$ cat config.mk
export PLATFORM = sky130hd
export DESIGN_NAME = frm_rx_fifo
export DESIGN_NICKNAME = d
export VERILOG_FILES = /design/src/rtl/frm_rx_pkg.sv /design/src/rtl/frm_rx_packer.sv /design/src/rtl/frm_rx_store.sv /design/src/rtl/frm_rx_fifo.sv
export SDC_FILE = /design/constraint.sdc
export NUM_CORES = 1
export LEC_CHECK = 0
export BUFFER_PORTS_ARGS = -buffer_cell sky130_fd_sc_hd__buf_2
export CAP_MARGIN = 20
export CORE_MARGIN = 2
export CORE_UTILIZATION = 65
export DETAILED_ROUTE_END_ITERATION = 7
export GPL_TIMING_DRIVEN = 0
export PLACE_DENSITY = 0.84
export SYNTH_ARGS = -nofsm -noshare
export SYNTH_HDL_FRONTEND = slang
export SYNTH_SLANG_ARGS = --single-unit
$ cat constraint.sdc
create_clock -name clk_i -period 9.4 [get_ports clk_i]
set_clock_uncertainty 0.15 [all_clocks]
set_input_delay 1.41 -clock clk_i [delete_from_list [all_inputs] [get_ports clk_i]]
set_output_delay 1.41 -clock clk_i [all_outputs]
set_load 0.02 [all_outputs]
$ cat src/rtl/frm_rx_pkg.sv
`timescale 1ns/1ps
package frm_rx_pkg;
  localparam int unsigned LANES = 4;
  localparam int unsigned WORD_W = 8 * LANES;
  localparam int unsigned FLAG_W = 7;
  localparam int unsigned ENTRY_W = WORD_W + FLAG_W;
  localparam int unsigned CNT_W = $clog2(LANES + 1);
  localparam int unsigned LANE_W = $clog2(LANES);
  localparam int unsigned ERR_W = 4;
  // sticky error bit positions
  localparam int unsigned E_OVR = 0;
  localparam int unsigned E_FE  = 1;
  localparam int unsigned E_AB  = 2;
  localparam int unsigned E_CRC = 3;

  typedef struct packed {
    logic [LANE_W-1:0] nbytes;
    logic              crc;
    logic              abort;
    logic              fe;
    logic              ovr;
    logic              eof;
    logic [WORD_W-1:0] data;
  } entry_t;
endpackage

$ cat src/rtl/frm_rx_packer.sv
`timescale 1ns/1ps
module frm_rx_packer
  import frm_rx_pkg::*;
(
  input  logic              clk_i,
  input  logic              rst_ni,
  input  logic              clr_i,
  input  logic              byte_vld_i,
  input  logic [7:0]        byte_i,
  output logic [WORD_W-1:0] word_o,
  output logic [CNT_W-1:0]  cnt_o
);
  logic [WORD_W-1:0] data_q;
  logic [CNT_W-1:0]  cnt_q;
  logic [LANE_W-1:0] lane;

  assign lane = cnt_q[LANE_W-1:0];

  always_ff @(posedge clk_i or negedge rst_ni) begin
    if (!rst_ni) begin
      data_q <= '0;
      cnt_q  <= '0;
    end else if (clr_i) begin
      data_q <= '0;
      cnt_q  <= '0;
    end else if (byte_vld_i) begin
      if (cnt_q == CNT_W'(LANES)) begin
        data_q      <= '0;
        data_q[7:0] <= byte_i;
        cnt_q       <= CNT_W'(1);
      end else begin
        data_q[8*lane +: 8] <= byte_i;
        cnt_q               <= cnt_q + CNT_W'(1);
      end
    end
  end

  assign word_o = data_q;
  assign cnt_o  = cnt_q;
endmodule

$ cat src/rtl/frm_rx_store.sv
`timescale 1ns/1ps
module frm_rx_store
  import frm_rx_pkg::*;
#(
  parameter int unsigned DEPTH = 8,
  localparam int unsigned PW = $clog2(DEPTH),
  localparam int unsigned LW = PW + 1
) (
  input  logic    clk_i,
  input  logic    rst_ni,
  input  logic    flush_i,
  input  logic    push_i,
  input  entry_t  push_data_i,
  input  logic    pop_i,
  input  logic    tag_i,
  output entry_t  head_o,
  output logic    newest_eof_o,
  output logic [LW-1:0] fill_o
);
  entry_t          mem_q [DEPTH];
  logic [PW-1:0]   wr_q, rd_q, newest;
  logic [LW-1:0]   fill_q;

  assign newest = wr_q - PW'(1);

  always_ff @(posedge clk_i or negedge rst_ni) begin
    if (!rst_ni) begin
      wr_q   <= '0;
      rd_q   <= '0;
      fill_q <= '0;
    end else if (flush_i) begin
      wr_q   <= '0;
      rd_q   <= '0;
      fill_q <= '0;
    end else begin
      if (push_i) wr_q <= wr_q + PW'(1);
      if (pop_i)  rd_q <= rd_q + PW'(1);
      if (push_i && !pop_i)      fill_q <= fill_q + LW'(1);
      else if (pop_i && !push_i) fill_q <= fill_q - LW'(1);
    end
  end

  always_ff @(posedge clk_i) begin
    if (!flush_i) begin
      if (push_i) mem_q[wr_q] <= push_data_i;
      else if (tag_i) begin
        mem_q[newest].ovr <= 1'b1;
        mem_q[newest].eof <= 1'b1;
      end
    end
  end

  assign head_o       = mem_q[rd_q];
  assign newest_eof_o = mem_q[newest].eof;
  assign fill_o       = fill_q;
endmodule

$ cat src/rtl/frm_rx_fifo.sv
`timescale 1ns/1ps
module frm_rx_fifo
  import frm_rx_pkg::*;
#(
  parameter int unsigned DEPTH = 8
) (
  input  logic              clk_i,
  input  logic              rst_ni,
  input  logic              rx_en_i,
  input  logic              loopback_i,
  input  logic [7:0]        rx_byte_i,
  input  logic              rx_byte_vld_i,
  input  logic [7:0]        tx_byte_i,
  input  logic              tx_byte_vld_i,
  input  logic              frame_end_i,
  input  logic              crc_bad_i,
  input  logic              frame_abort_i,
  input  logic              frame_err_i,
  input  logic              rd_i,
  output logic [WORD_W-1:0] rd_data_o,
  output logic [FLAG_W-1:0] rd_flags_o,
  output logic              rd_valid_o,
  output logic              req_o,
  output logic              frame_lost_o,
  output logic [ERR_W-1:0]  err_o
);
  localparam int unsigned LW = $clog2(DEPTH) + 1;

  logic              src_vld;
  logic [7:0]        src_byte;
  logic [WORD_W-1:0] pk_word;
  logic [CNT_W-1:0]  pk_cnt;
  logic              pk_clr, pk_vld;
  logic [LW-1:0]     fill;
  logic              full, empty, newest_eof;
  entry_t            head, entry;
  logic              push, pop, ovr_hit, tag, lost;
  logic              discard_q, discard_d, open_q, open_d, lost_q;
  logic [ERR_W-1:0]  sticky_q, sticky_d;

  assign src_vld  = loopback_i ? tx_byte_vld_i : rx_byte_vld_i;
  assign src_byte = loopback_i ? tx_byte_i : rx_byte_i;
  assign full     = (fill == LW'(DEPTH));
  assign empty    = (fill == '0);
  assign pop      = rx_en_i && rd_i && !empty;

  always_comb begin
    push      = 1'b0;
    entry     = '0;
    ovr_hit   = 1'b0;
    pk_clr    = !rx_en_i;
    pk_vld    = 1'b0;
    discard_d = discard_q;
    open_d    = open_q;
    sticky_d  = sticky_q;
    if (rx_en_i) begin
      if (frame_err_i) begin
        if (!discard_q) begin
          sticky_d[E_FE] = 1'b1;
          pk_clr    = 1'b1;
          discard_d = 1'b1;
          open_d    = 1'b1;
          if (full) ovr_hit = 1'b1;
          else begin
            push      = 1'b1;
            entry.fe  = 1'b1;
            entry.eof = 1'b1;
          end
        end
      end else if (frame_end_i || frame_abort_i) begin
        if (frame_abort_i) sticky_d[E_AB] = 1'b1;
        else if (crc_bad_i) sticky_d[E_CRC] = 1'b1;
        if (!discard_q && pk_cnt != '0) begin
          if (full) ovr_hit = 1'b1;
          else begin
            push         = 1'b1;
            entry.data   = pk_word;
            entry.nbytes = pk_cnt[LANE_W-1:0];
            entry.abort  = frame_abort_i;
            entry.crc    = !frame_abort_i && crc_bad_i;
            entry.eof    = 1'b1;
          end
        end
        pk_clr    = 1'b1;
        discard_d = 1'b0;
        open_d    = 1'b0;
      end else if (src_vld && !discard_q) begin
        if (!open_q) begin
          sticky_d = '0;
          open_d   = 1'b1;
        end
        if (pk_cnt == CNT_W'(LANES)) begin
          if (full) begin
            ovr_hit   = 1'b1;
            discard_d = 1'b1;
            pk_clr    = 1'b1;
          end else begin
            push       = 1'b1;
            entry.data = pk_word;
            pk_vld     = 1'b1;
          end
        end else pk_vld = 1'b1;
      end
      if (ovr_hit) sticky_d[E_OVR] = 1'b1;
    end
  end

  assign tag  = ovr_hit && !newest_eof;
  assign lost = ovr_hit && newest_eof;

  always_ff @(posedge clk_i or negedge rst_ni) begin
    if (!rst_ni) begin
      discard_q <= 1'b0;
      open_q    <= 1'b0;
      sticky_q  <= '0;
      lost_q    <= 1'b0;
    end else if (!rx_en_i) begin
      discard_q <= 1'b0;
      open_q    <= 1'b0;
      sticky_q  <= '0;
      lost_q    <= 1'b0;
    end else begin
      discard_q <= discard_d;
      open_q    <= open_d;
      sticky_q  <= sticky_d;
      lost_q    <= lost;
    end
  end

  frm_rx_packer u_packer (
    .clk_i      (clk_i),
    .rst_ni     (rst_ni),
    .clr_i      (pk_clr),
    .byte_vld_i (pk_vld),
    .byte_i     (src_byte),
    .word_o     (pk_word),
    .cnt_o      (pk_cnt)
  );

  frm_rx_store #(.DEPTH(DEPTH)) u_store (
    .clk_i        (clk_i),
    .rst_ni       (rst_ni),
    .flush_i      (!rx_en_i),
    .push_i       (push),
    .push_data_i  (entry),
    .pop_i        (pop),
    .tag_i        (tag),
    .head_o       (head),
    .newest_eof_o (newest_eof),
    .fill_o       (fill)
  );

  assign rd_data_o    = head.data;
  assign rd_flags_o   = head[ENTRY_W-1:WORD_W];
  assign rd_valid_o   = !empty;
  assign req_o        = !empty && !discard_q;
  assign frame_lost_o = lost_q;
  assign err_o        = sticky_q;
endmodule

==> results.sh <==
export IMPL_status="finished clean"
export IMPL_die_w_um=155
export IMPL_postRouteAntennaNets=0
export IMPL_initial_core_util=0.660
export IMPL_drive_gt1_frac=0.315
export IMPL_vias=8125
export IMPL_start_kind="flop"
export IMPL_tns_ns=0
export IMPL_yosysUniqueCellTypes=61
export IMPL_insertedDiodeCount=0
export IMPL_ys_ff_latch=364
export IMPL_max_stage_delay_ns=0.56
export IMPL_ios=73
export IMPL_path_class="reg2out"
export IMPL_fin_cells=1237
export IMPL_ys_seq_area_frac=0.716
export IMPL_crit_top_cell="buf_2"
export IMPL_synth_area_per_cell_sq_um=18.5
export IMPL_cts_sinks=364
export IMPL_antenna_found_initial=0
export IMPL_drv_slew=0
export IMPL_end_kind="output pin"
export IMPL_die_h_um=155
export IMPL_power_leakage_nw=5.84
export IMPL_h_tree_depth=2
export IMPL_rrSetupSlack_ns=5.38
export IMPL_tightest_slew_ns=0.968
export IMPL_cts_hold_buf=0
export IMPL_dp_hpwl_mm=20.0
export IMPL_async_reset_ff_frac=0.143
export IMPL_routed_via_density=6.57
export IMPL_grt_max_degree=28
export IMPL_place_inst=1172
export IMPL_cts_resized_gates=0
export IMPL_peakVddDrop_uv=219
export IMPL_synth_main_ff_cell="edfxtp_1"
export IMPL_relSlewSlack=0.355
export IMPL_clockBufferDepth=3
export IMPL_fin_util=0.754
export IMPL_path_cells="clkbuf_1, buf_2, buf_2, mux4_2, mux2_2, buf_2"
export IMPL_finalCritPeriodShare=0.512
export IMPL_holdCritPathClass="reg2reg"
export IMPL_drt_wl_total_mm=32.1
export IMPL_maxCapViolCount=0
export IMPL_core_area_sq_um=22600
export IMPL_rows=55
export IMPL_grt_total_usage=0.278
export IMPL_fmax_mhz=208
export IMPL_synth_edff_count=312
export IMPL_cts_setup_buffers=0
export IMPL_hold_viol=0
export IMPL_die_area_sq_um=24100
export IMPL_wl_per_cell_um=26.0
export IMPL_drc=0
export IMPL_clkTransAtPathRegs_ns=0.06
export IMPL_synth_fp_nets=843
export IMPL_syn_inst=805
export IMPL_crit_fanout=10
export IMPL_gp_congestion=0.886
export IMPL_cts_tree="yes"
export IMPL_required_ns=7.84
export IMPL_drtIter0Drc=836
export IMPL_fin_nets=963
export IMPL_critPathBufInv=4
export IMPL_grt_pass1_wl_mm=49.6
export IMPL_crit_family="buffers and inverters"
export IMPL_fillCellCount=1264
export IMPL_rsz0062_at_grt="false"
export IMPL_cts_buffers=36
export IMPL_finalSetupViolCount=0
export IMPL_clockRootBuffer="clkbuf_16"
export IMPL_overflow=0
export IMPL_cp_data_arrival_time_ns=3.25
export IMPL_grt_pass1_vias=8571
export IMPL_period_minus_slack_ns=4.81
export IMPL_yosysWarningCount=0
export IMPL_syn_to_final_growth_pct=14.2
export IMPL_netlist_area_sq_um=14900
export IMPL_dr_pass1_iters=5
export IMPL_slowest_stage="mux4_2"
export IMPL_p_per_area_nw_per_um2=246
export IMPL_clock_latency_ns=0.52
export IMPL_port_buffers=70
-- layout make-up --
type                    count  area [sq um]  area share
well taps                 285           357      0.0210
plain buffers              39           181      0.0107
clock inverters            10          85.1     0.00500
multi-input cells         388          4050       0.238
inverters                  14          52.6     0.00309
clock buffers              55          1050      0.0619
flip-flops and latches    364         10700       0.627
repair buffers             82           563      0.0331
-- where the power goes --
group | internal (W) | switching, W
clock network | 0.000804 | 0.000581
registers | 0.00180 | 0.0000276
logic | 0.000421 | 0.000539
-- logic make-up (layout without fill, tap and decap cells) --
group,count (synthesis),after routing,share of synthesized area
buf+inv,53,200,0.0157
xor+xnor,10,10,0.00588
compound gates,79,79,0.0384
fa+ha+maj,11,11,0.00974
flops,364,364,0.716
simple gates,155,155,0.0542
mux,133,133,0.160
-- metrics by stage --
step           area, sq um  setup slack [ns]  hold WS, ns  total power, W
2_1_floorplan        14900              3.76        0.290         0.00255
3_3_place_gp         15600              1.24        0.303         0.00280
3_5_place_dp         15900              4.88        0.307         0.00282
4_1_cts              17000              4.60        0.320         0.00420
5_1_grt              17000              4.46        0.347         0.00432
6_report             17000              4.59        0.322         0.00418
-- metal layers --
layer | global-route usage | vias up | routed length [um]
met5 | 0 | - | 0
met4 | 0.0974 | 0 | 914
met3 | 0.0471 | 72 | 2220
met2 | 0.463 | 399 | 16300
met1 | 0.381 | 4183 | 12700
li1 | - | 3471 | -
-- worst reg2reg max path, cell delays in order, from the launching register on --
cell and delay, ns:
dfrtp_1 0.48, inv_1 0.19, ha_1 0.18, buf_2 0.20, nand2_1 0.26, o221a_2 0.35, nor2_2 0.33, nand2_1 0.34
nor3_2 0.65, buf_6 0.25, buf_6 0.18, buf_6 0.18
-- cell usage in the layout (no fill, tap or decap), drive strengths merged, types with 9 or more instances in the layout --
cell	instances
edfxtp	312
buf	97
mux4	79
clkbuf	79
dfrtp	52
nand2	48
mux2	39
and3	32
nor2	31
o21ai	28
mux2i	15
inv	14
a21oi	12
ha	10
nand3	9
-- sequential cells by signal, indices dropped and copies added, names as in the netlist --
name	flops
u_store.mem_q	312
u_packer.word_o	32
err_o	4
u_store.fill_o	4
u_packer.cnt_o	3
u_store.rd_q	3
u_store.wr_q	3
discard_q	1
frame_lost_o	1
open_q	1
-- path summary, 6_finish.rpt --
kind / from / endpoint / cells after the start
hold / removal: u_packer.word_o[23]$_DFFE_PN0P_ / u_packer.word_o[23]$_DFFE_PN0P_ / 2
max in group asynchronous: rst_ni / u_packer.word_o[22]$_DFFE_PN0P_ / 2
min in group asynchronous: rst_ni / err_o[0]$_DFFE_PN0P_ / 1
hold reg to reg: u_packer.word_o[23]$_DFFE_PN0P_ / u_packer.word_o[23]$_DFFE_PN0P_ / 2
setup reg to reg: u_packer.cnt_o[0]$_DFFE_PN0P_ / u_store.mem_q[1][21]$_DFFE_PP_ / 11
setup / recovery: u_store.rd_q[0]$_DFFE_PN0P_ / rd_data_o[22] / 6
-- cells in the mapped netlist (all sizes together), types with 3 or more instances --
cell	instances	area, sq um
inv	12	45.0
nor2	31	119
xnor2	7	61.3
buf	15	90.1
nand3	9	45.0
a21oi	12	60.1
nand4	4	25.0
or2	3	21.3
o31ai	4	30.0
dfrtp	52	1300
o21a	3	22.5
nand2	48	183
o21ai	28	196
nand2b	3	18.8
and3	32	200
xor2	3	26.3
a21o	3	22.5
ha	10	125
mux4	79	1780
nor3	7	51.3
edfxtp	312	9370
mux2	39	439
o22ai	6	37.5
a32o	3	30.0
clkbuf	24	91.3
mux2i	15	163
or3	6	47.5
o2bb2ai	7	61.3
No activity file was read; power rests on OpenSTA's default activity.
